--- config.mk ---
export PLATFORM = sky130hd
export DESIGN_NAME = sat_xlate
export DESIGN_NICKNAME = d
export VERILOG_FILES = /design/src/rtl/sat_pkg.sv /design/src/rtl/sat_entry_buf.sv /design/src/rtl/sat_addr_gen.sv /design/src/rtl/sat_seq.sv /design/src/rtl/sat_xlate.sv
export SDC_FILE = /design/constraint.sdc
export NUM_CORES = 1
export LEC_CHECK = 0
export BUFFER_PORTS_ARGS = -buffer_cell sky130_fd_sc_hd__buf_2
export CAP_MARGIN = 0
export CORE_MARGIN = 2
export CORE_UTILIZATION = 40
export DETAILED_ROUTE_END_ITERATION = 8
export MAX_ROUTING_LAYER = met4
export PLACE_DENSITY = 0.64
export SETUP_SLACK_MARGIN = 0.1
export SYNTH_ARGS = -nofsm -noshare
export SYNTH_HDL_FRONTEND = slang
export SYNTH_SLANG_ARGS = --single-unit
--- constraint.sdc ---
create_clock -name clk -period 3.7 [get_ports clk]
set_clock_uncertainty 0.2 [all_clocks]
set_input_delay 0.925 -clock clk [delete_from_list [all_inputs] [get_ports clk]]
set_output_delay 0.925 -clock clk [all_outputs]
set_load 0.05 [all_outputs]
--- src/rtl/sat_pkg.sv ---
package sat_pkg;

   localparam int WORDS_PER_ENTRY = 8;
   localparam int SRC_WORDS       = 5;
   localparam int DATA_W          = 16;
   localparam int CYC_PER_ENTRY   = 2 * SRC_WORDS + WORDS_PER_ENTRY;

   localparam logic [DATA_W-1:0] UNITY_SCALE = 16'h0101;
   localparam logic [DATA_W-1:0] PAD_WORD    = 16'h0000;

   // source word slots
   localparam logic [2:0] SRC_CODE = 3'd0;
   localparam logic [2:0] SRC_ATTR = 3'd1;
   localparam logic [2:0] SRC_XPOS = 3'd2;
   localparam logic [2:0] SRC_YPOS = 3'd3;
   localparam logic [2:0] SRC_SIZE = 3'd4;

   typedef enum logic [2:0] {
      ST_IDLE,
      ST_RADDR,
      ST_RCAP,
      ST_WRITE,
      ST_DONE
   } sat_state_e;

   typedef enum logic [1:0] {
      WK_BUFFER,
      WK_SCALE,
      WK_PAD
   } wr_kind_e;

   typedef struct packed {
      wr_kind_e   kind;
      logic [2:0] src;
   } wr_sel_t;

   function automatic wr_sel_t target_sel(input logic [2:0] slot);
      wr_sel_t s;
      s.kind = WK_BUFFER;
      s.src  = SRC_CODE;
      case (slot)
         3'd0:    s.src  = SRC_XPOS;
         3'd1:    s.src  = SRC_YPOS;
         3'd2:    s.src  = SRC_CODE;
         3'd3:    s.src  = SRC_ATTR;
         3'd4:    s.kind = WK_SCALE;
         3'd5:    s.kind = WK_SCALE;
         3'd6:    s.src  = SRC_SIZE;
         default: s.kind = WK_PAD;
      endcase
      return s;
   endfunction

endpackage

--- src/rtl/sat_entry_buf.sv ---
module sat_entry_buf
   import sat_pkg::*;
#(
   parameter int WIDTH = DATA_W,
   parameter int SLOTS = SRC_WORDS
) (
   input  logic             clk,
   input  logic             rst_n,
   input  logic             cap_en,
   input  logic [2:0]       cap_idx,
   input  logic [WIDTH-1:0] cap_data,
   input  logic [2:0]       rd_idx,
   output logic [WIDTH-1:0] rd_data
);

   localparam int FLAT_W = SLOTS * WIDTH;

   logic [FLAT_W-1:0] slots_flat;

   for (genvar i = 0; i < SLOTS; i++) begin : g_slot
      logic [WIDTH-1:0] q;
      always_ff @(posedge clk or negedge rst_n) begin
         if (!rst_n) begin
            q <= '0;
         end else if (cap_en && cap_idx == 3'(i)) begin
            q <= cap_data;
         end
      end
      assign slots_flat[i*WIDTH +: WIDTH] = q;
   end

   always_comb begin
      rd_data = '0;
      for (int j = 0; j < SLOTS; j++) begin
         if (rd_idx == 3'(j)) rd_data = slots_flat[j*WIDTH +: WIDTH];
      end
   end

endmodule

--- src/rtl/sat_addr_gen.sv ---
module sat_addr_gen #(
   parameter int ADDR_W    = 12,
   parameter int ENT_W     = 8,
   parameter int BASE_ADDR = 0
) (
   input  logic [ENT_W-1:0]  ent,
   input  logic [2:0]        word,
   output logic [ADDR_W-1:0] addr
);

   localparam int OFS_W = ENT_W + 3;
   localparam logic [ADDR_W-1:0] BASE = ADDR_W'(BASE_ADDR);

   logic [OFS_W-1:0] ofs;

   assign ofs  = {ent, word};
   assign addr = BASE + ADDR_W'(ofs);

endmodule

--- src/rtl/sat_seq.sv ---
module sat_seq
   import sat_pkg::*;
#(
   parameter int N_ENTRIES = 256,
   parameter int ENT_W     = 8
) (
   input  logic             clk,
   input  logic             rst_n,
   input  logic             vsync,
   output logic [ENT_W-1:0] ent,
   output logic [2:0]       word,
   output logic             cap_en,
   output logic             we,
   output logic             busy,
   output logic             done
);

   localparam logic [ENT_W-1:0] LAST_ENT  = ENT_W'(N_ENTRIES - 1);
   localparam logic [2:0]       LAST_SRC  = 3'(SRC_WORDS - 1);
   localparam logic [2:0]       LAST_WORD = 3'(WORDS_PER_ENTRY - 1);

   sat_state_e       state_q, state_d;
   logic [ENT_W-1:0] ent_q, ent_d;
   logic [2:0]       word_q, word_d;

   always_comb begin
      state_d = state_q;
      ent_d   = ent_q;
      word_d  = word_q;
      case (state_q)
         ST_IDLE: begin
            if (vsync) begin
               state_d = ST_RADDR;
               ent_d   = '0;
               word_d  = '0;
            end
         end
         ST_RADDR: state_d = ST_RCAP;
         ST_RCAP: begin
            if (word_q == LAST_SRC) begin
               state_d = ST_WRITE;
               word_d  = '0;
            end else begin
               state_d = ST_RADDR;
               word_d  = word_q + 3'd1;
            end
         end
         ST_WRITE: begin
            if (word_q == LAST_WORD) begin
               word_d = '0;
               if (ent_q == LAST_ENT) begin
                  state_d = ST_DONE;
               end else begin
                  state_d = ST_RADDR;
                  ent_d   = ent_q + 1'b1;
               end
            end else begin
               word_d = word_q + 3'd1;
            end
         end
         ST_DONE: state_d = ST_IDLE;
         default: state_d = ST_IDLE;
      endcase
   end

   always_ff @(posedge clk or negedge rst_n) begin
      if (!rst_n) begin
         state_q <= ST_IDLE;
         ent_q   <= '0;
         word_q  <= '0;
      end else begin
         state_q <= state_d;
         ent_q   <= ent_d;
         word_q  <= word_d;
      end
   end

   assign ent    = ent_q;
   assign word   = word_q;
   assign cap_en = (state_q == ST_RCAP);
   assign we     = (state_q == ST_WRITE);
   assign busy   = (state_q == ST_RADDR) || (state_q == ST_RCAP) || (state_q == ST_WRITE);
   assign done   = (state_q == ST_DONE);

endmodule

--- src/rtl/sat_xlate.sv ---
module sat_xlate
   import sat_pkg::*;
#(
   parameter int N_ENTRIES = 256,
   parameter int BASE_ADDR = 0,
   parameter int ADDR_W    = 12
) (
   input  logic              clk,
   input  logic              rst_n,
   input  logic              vsync_i,
   output logic [ADDR_W-1:0] ram_addr_o,
   output logic [15:0]       ram_wdata_o,
   input  logic [15:0]       ram_rdata_i,
   output logic              ram_we_o,
   output logic              busy_o,
   output logic              done_o
);

   localparam int ENT_W = (N_ENTRIES > 1) ? $clog2(N_ENTRIES) : 1;

   if (N_ENTRIES < 1) begin : g_bad_count
      $error("sat_xlate: N_ENTRIES must be at least 1");
   end
   if (ADDR_W < ENT_W + 3) begin : g_bad_width
      $error("sat_xlate: ADDR_W too narrow for the table");
   end
   if (BASE_ADDR < 0 || (BASE_ADDR + WORDS_PER_ENTRY * N_ENTRIES) > (1 << ADDR_W)) begin : g_bad_base
      $error("sat_xlate: table does not fit the address space");
   end

   logic [ENT_W-1:0]  ent;
   logic [2:0]        word;
   logic              cap_en;
   logic              we;
   logic [DATA_W-1:0] buf_word;
   wr_sel_t           sel;

   sat_seq #(
      .N_ENTRIES(N_ENTRIES),
      .ENT_W    (ENT_W)
   ) u_seq (
      .clk   (clk),
      .rst_n (rst_n),
      .vsync (vsync_i),
      .ent   (ent),
      .word  (word),
      .cap_en(cap_en),
      .we    (we),
      .busy  (busy_o),
      .done  (done_o)
   );

   sat_addr_gen #(
      .ADDR_W   (ADDR_W),
      .ENT_W    (ENT_W),
      .BASE_ADDR(BASE_ADDR)
   ) u_addr (
      .ent (ent),
      .word(word),
      .addr(ram_addr_o)
   );

   assign sel = target_sel(word);

   sat_entry_buf #(
      .WIDTH(DATA_W),
      .SLOTS(SRC_WORDS)
   ) u_buf (
      .clk     (clk),
      .rst_n   (rst_n),
      .cap_en  (cap_en),
      .cap_idx (word),
      .cap_data(ram_rdata_i),
      .rd_idx  (sel.src),
      .rd_data (buf_word)
   );

   always_comb begin
      case (sel.kind)
         WK_SCALE: ram_wdata_o = UNITY_SCALE;
         WK_PAD:   ram_wdata_o = PAD_WORD;
         default:  ram_wdata_o = buf_word;
      endcase
   end

   assign ram_we_o = we;

endmodule

# --- Word level (Yosys, flattened, before mapping) ---
# Index checks and enable logic that the tools add are counted.
op_classes:
  eq_ne: 21
  mux: 21
  add_sub_neg: 2
  multipliers: 0
  div: 0
  magnitude_cmp: 0
  bitwise_logic: 0
  n_shift: 0
  n_reduce_logical: 17
ops:
  columns: ["cell", "n"]
  rows:
  - ["2-to-1 mux 16 bit", 5]
  - ["one-hot mux 16 bit (2 select lines)", 1]
  - ["2-to-1 mux 8 bit", 3]
  - ["one-hot mux 3 bit (4 select lines)", 2]
  - ["equality test 3 x 2 -> 1 bit, second input constant", 6]
  - ["equality test 3 bit, second input constant", 6]
  - ["2-to-1 mux 3 bit", 6]
  - ["one-hot mux 8 bit (2 select lines)", 1]
  - ["equality test 3 x 1 -> 1 bit, second input constant", 3]
  - ["logical NOT 3 bit", 3]
  - ["one-hot mux 3 bit (3 select lines)", 1]
  - ["adder 8 x 1 -> 8 bit, second input constant", 1]
  - ["equality test 8 bit, second input constant", 1]
  - ["logical AND 1 bit", 5]
  - ["OR reduction 5 bit", 1]
  - ["inequality test 2 bit, second input constant", 2]
  - ["one-hot mux 2 bit (2 select lines)", 1]
  - ["AND reduction 2 bit", 2]
  - ["AND reduction 4 bit", 1]
  - ["adder 3 x 1 -> 3 bit, second input constant", 1]
  - ["nonzero test 3 bit", 1]
  - ["equality test 2 x 1 -> 1 bit, second input constant", 1]
  - ["equality test 2 bit, second input constant", 1]
  - ["logical OR 1 bit", 2]
  - ["other kinds (4)", 4]
totals:
  out_inout_bits: 31
  elab_cells: 69
  ram_bits: 0
  memories: 0
  reg_bits: 94
  latch_bits: 0
  in_bits: 19
  romBits: 0

# --- Longest topological paths before layout ---
logic_depth:
  ltp_word: 9
  depth_mapped: 10
  ltp_nobuf: 6

# --- Cells and area by module ---
# A second synthesis with hierarchy kept.
hier_totals:
  hier_cells: 383
  hier_area_um2: 4832.1
by_module_without_submodules:
  columns: ["mod", "cells_per_inst", "instances", "area_each_um2"]
  rows:
  - ["sat_entry_buf", 267, 1, 3726.1]
  - ["sat_seq", 77, 1, 785.8]
  - ["sat_xlate", 26, 1, 226.5]
  - ["sat_addr_gen", 13, 1, 93.8]

# --- Worst setup path before layout ---
# No wires, ideal clock.
synth_path:
  path_type: "reg2out"
  from: "register u_seq.word_q[0], in the netlist u_seq.word[0]"
  to: "output ram_wdata_o[6]"
  t_arrival_ps: 3566
  n_path_buf: 4
  path_slack_ps: -991
  path_stages_with_launch: 11
  path_cell_list: "dfrtp_1 -> buf_2 -> inv_2 -> buf_2 -> ha_1 -> buf_2 -> nor2_2 -> buf_2 -> mux4_2 -> nand2_1 -> a21boi_0"
synth_between:
  elab_chain_len: 9
  word_cells_on_any_way: 24
  classes_between: "eq/ne: 12; mux: 8; reduce/logical: 4"
synth_rtl:
  columns: ["element", "line", "text"]
  rows:
  - ["from (decl)", "sat_seq.sv:24", "logic [2:0] word_q, word_d;"]
  - ["from (signal assigned)", "sat_seq.sv:74", "word_q <= word_d;"]
  - ["equality test 3 bit (tied with other cells)", "sat_pkg.sv:41", "case (slot)"]
  - ["one-hot mux 3 bit (4 select lines)", "sat_pkg.sv:41", null]
  - ["logical NOT 3 bit", "sat_entry_buf.sv:35", "if (rd_idx == 3'(j)) rd_data = slots_flat[j*WIDTH +: WIDTH];"]
  - ["2-to-1 mux 16 bit (5 in a row)", "sat_entry_buf.sv:35", null]
  - ["one-hot mux 16 bit (2 select lines) *", "sat_xlate.sv:79", "case (sel.kind)"]
  - ["to (decl)", "sat_xlate.sv:12", "output logic [15:0] ram_wdata_o,"]
# Mark *: on every way between the ends. The rest lies on a longest branch, timed or not.

# --- Worst setup path after layout ---
layout_path:
  from: "register u_seq.word_q[0], in the netlist u_seq.word[0]"
  to: "output ram_wdata_o[8]"
# Same word-level chain as after synthesis.

==> impl_results.md <==
- CP top delay family: simple AND/OR/NAND/NOR gates
- Least-Margin Pin Slew: between 0.9 and 1 ns
- DP Worst Slack: approximately 0.25 ns
- Post-Synthesis Net Count: 400
- Worst r2r src: u_seq.word[2]
- Port Buffer Count: 48
- Row count: 39
- Diodes inserted: 0
- Hold path start: u_buf.g_slot[1].q[15]
- CTS tree: done
- Residual DRC: 6
- Depth of the worst register-to-register path: 6
- RD Place Congestion: 0.797
- Failing checks: DRC
- Crit-path cells: ha_1 -> nor2_4 -> nor3_1 -> or4b_4 -> a2bb2oi_4 -> buf_4
- DP Area: between 5000 and 6000 µm²
- IR drop worst, VDD: 719 µV
- CTS clk-pin slew, worst paths: ~0.070 ns
- FF+latch count, synth: 94
- Area grow syn2layout: 20.0%
- Synth cell types: 50
- Initial antenna violation count: 0
- Startpoint Class: register
- Starting Density: between 40% and 50%
- Post-Synthesis Cells: 374
- Clock share of power: between 15 and 20%
- H-Tree Depth: 3
- Seq pwr share: between 20% and 30%
- Cell Pwr Density: around 1100 nW/µm²
- Core Region: 11,500 µm²
- Period utilisation layout: around 94%
- Crit Path Max Fanout: 8
- DR iter-0 viols: ~130
- Pin count of the biggest net entering global routing: slightly below 50
- Warnings, synthesis: 0
- CP arrival: about 2.4 ns
- Vias: 3,227
- Worst hold path depth: 1
- GRT Total Usage: 18.4%
- Hold endpoint: u_buf.g_slot[1].q[15]
- Comb power frac: a little over half
- Share of layout cells above drive strength 1: 50.7%
- WL final: 10.8 mm
- Status: finished with violations
- Fin. max-slew vios: 0
- Total iterations of the first detailed-routing run: 6
- Gr ovfl total: 0
- Vias in the first global route: around 3,300
- Cell area after layout: between 5000 and 6000 µm²
- WP data required: between 2 and 3 ns
- Global-route wire length before repair: about 18 mm
- CP max-delay cell: or4b_4
- DR vias/cell: ~5.6
- P_sw: 2.54 mW
- Nets: roughly 460
- # IOs: 50
- Hold Crit Class: reg2reg
- CP endpoint kind: output port
- Post-synthesis async set-or-reset flop share: 100%
- Clk_lat worst skew: ~0.34 ns
- Mapped Avg Cell Area: approximately 13 µm²
- Sum Neg Setup Slack: 0 ns
- Die Wd: 113 µm
- RSZ-0062 raised after global routing: no
- Buf/Inv on CP: 1
- Post-DP HPWL: 7.15 mm
- Reg2reg end: u_seq.ent[7]
- Setup violations, final: 0
- Relative slew slack: between 30% and 40%
- Sequential element share of the synthesized area: a little under 50%
- Die area: roughly 13,000 µm²
- Hold Violations, Final: 0
- CTS Buffer Depth: 2
- CP peak stage delay: approximately 0.54 ns
- Top_reg_cell synth: dfrtp_1
- Post-route ant nets: 0
- Clock Sinks: 94
- Mapped Area: between 4000 and 5000 µm²
- Sw Ratio: 42.0%
- Number of enable flip-flop cells after synthesis: 0
- Max Cap Viol: 0
- Lkg Pwr: between 2 and 3 nW
- Die Span Y: 113 µm
- R2R setup slack: slightly above 0.8 ns
- Setup slack after layout: approximately 0.23 ns
- Fmax: between 200 and 300 MHz
- Cell Int Power: between 3 and 4 mW
- Clk root buf: clkbuf_16
- Final min period: between 3 and 4 ns
- Drt wl/cell: 18.7 µm
- Crit path kind: reg2out
- Inserted Clock Buffers: 9
==> area by class of cell <==
class / count / area (µm²)
clock buffer: 11 / 243
clock inverter: 5 / 66.3
fill: 1049 / 5790
inverter: 5 / 21.3
multi-input combinational: 254 / 2480
sequential: 94 / 2350
tap: 143 / 179
timing repair buffer: 65 / 388
==> cell families (layout without fill, tap and decap cells) <==
kind of cell,after synthesis,in the layout,share of synthesized area [%]
muxes,109,109,28.8
DFF,94,94,49.3
and+or+nand+nor,91,91,10.3
AOI/OAI and AO/OA,45,45,6.82
buffers and inverters,26,86,2.73
adders and majority gates,7,7,1.84
other,1,1,0.0786
xor gates and xnor gates,1,1,0.184
==> sequential cells by signal, indices dropped and copies added (netlist names) <==
register        count
u_seq.word          3
u_seq.ent           8
u_seq.state_q       3
u_buf.g_slot.q     80
==> stage by stage <==
| step | utilization [%] | std cells | power (mW) | hold WS [ns] |
|---|---|---|---|---|
| after global routing | 49.7 | 577 | 6.39 | 0.319 |
| after global placement | 46.8 | 559 | 4.99 | 0.282 |
| after CTS | 49.7 | 577 | 6.11 | 0.303 |
| final | 49.7 | 577 | 6.04 | 0.302 |
| after floorplan | - | 374 | 4.44 | 0.273 |
| after detailed placement | 46.8 | 559 | 5.07 | 0.287 |
==> power by group through the flow <==
stage          logic (mW)  clock network, mW  registers [mW]
2_1_floorplan        2.58                  0            1.86
3_3_place_gp         3.18                  0            1.81
3_5_place_dp         3.23                  0            1.84
4_1_cts              3.31              0.991            1.81
5_1_grt              3.50               1.03            1.87
6_report             3.27              0.963            1.81
==> how the worst max path moves through the flow <==
stage | startpoint | end | slack, ns | cells after the start
after floorplan | u_seq.word[0] | ram_wdata_o[6] | 0.07 | 10
after global placement | u_seq.word[0] | ram_wdata_o[8] | 0.31 | 7
after detailed placement | u_seq.word[0] | ram_wdata_o[8] | 0.25 | 7
after CTS | u_seq.word[0] | ram_wdata_o[0] | 0.20 | 7
after global routing | u_seq.word[0] | ram_wdata_o[0] | 0.10 | 7
final | u_seq.word[0] | ram_wdata_o[8] | 0.23 | 6
==> routing by layer <==
layer  vias up  track usage [%]  share of wire, %
li1       1488                -                 -
met1      1668             24.0                47
met2        58             29.4                48
met3        13             3.43               3.4
met4         0             5.69               1.5
met5         -                -                 0
==> synth_stat cells, drive strengths merged (2+ instances only) <==
cell / instances / area share (%)
mux2: 96 / 23
dfrtp: 94 / 49
nand2: 37 / 2.9
a21boi: 13 / 2.0
buf: 13 / 1.7
mux4: 13 / 6.1
nor3: 12 / 1.5
a21oi: 8 / 0.84
clkbuf: 8 / 0.66
nor2: 8 / 0.68
ha: 7 / 1.8
inv: 5 / 0.39
nor2b: 4 / 0.52
o31ai: 4 / 0.63
or4: 4 / 0.63
a2bb2oi: 3 / 0.55
and2: 3 / 0.39
nand2b: 3 / 0.39
nor3b: 3 / 0.58
o21a: 3 / 0.47
o21ai: 3 / 0.31
or3: 3 / 0.39
a211oi: 2 / 0.31
a41oi: 2 / 0.37
and3: 2 / 0.26
nor4: 2 / 0.26
nor4b: 2 / 0.50
or2: 2 / 0.26
or4b: 2 / 0.42
==> placed cells by master, fill, tap and decap left out, types with 2 or more instances in the layout <==
| cell type | instances |
|---|---|
| or4b_4 | 2 |
| a21oi_1 | 8 |
| buf_2 | 45 |
| or3_1 | 3 |
| nor4_2 | 2 |
| clkbuf_16 | 9 |
| a211oi_1 | 2 |
| nor2_1 | 7 |
| mux4_2 | 13 |
| o31ai_1 | 4 |
| and2_1 | 3 |
| o21ai_0 | 3 |
| or4_1 | 4 |
| nor2b_1 | 4 |
| o21a_1 | 3 |
| buf_4 | 19 |
| a2bb2oi_4 | 2 |
| mux2_2 | 96 |
| a21boi_2 | 5 |
| and3_1 | 2 |
| nor3_1 | 9 |
| a41oi_1 | 2 |
| nand2_1 | 37 |
| or2_2 | 2 |
| dfrtp_1 | 93 |
| nand2b_1 | 3 |
| nor3_2 | 3 |
| ha_1 | 6 |
| nor3b_1 | 2 |
| inv_1 | 4 |
| a21boi_4 | 8 |
==> repair_timing <==
action,4_1_cts,5_1_grt
gates resized for setup,4,0
buffers inserted,2,0
hold buffers,0,0
setup endpoints to repair,14,0
(Power assumes the default switching activity.)
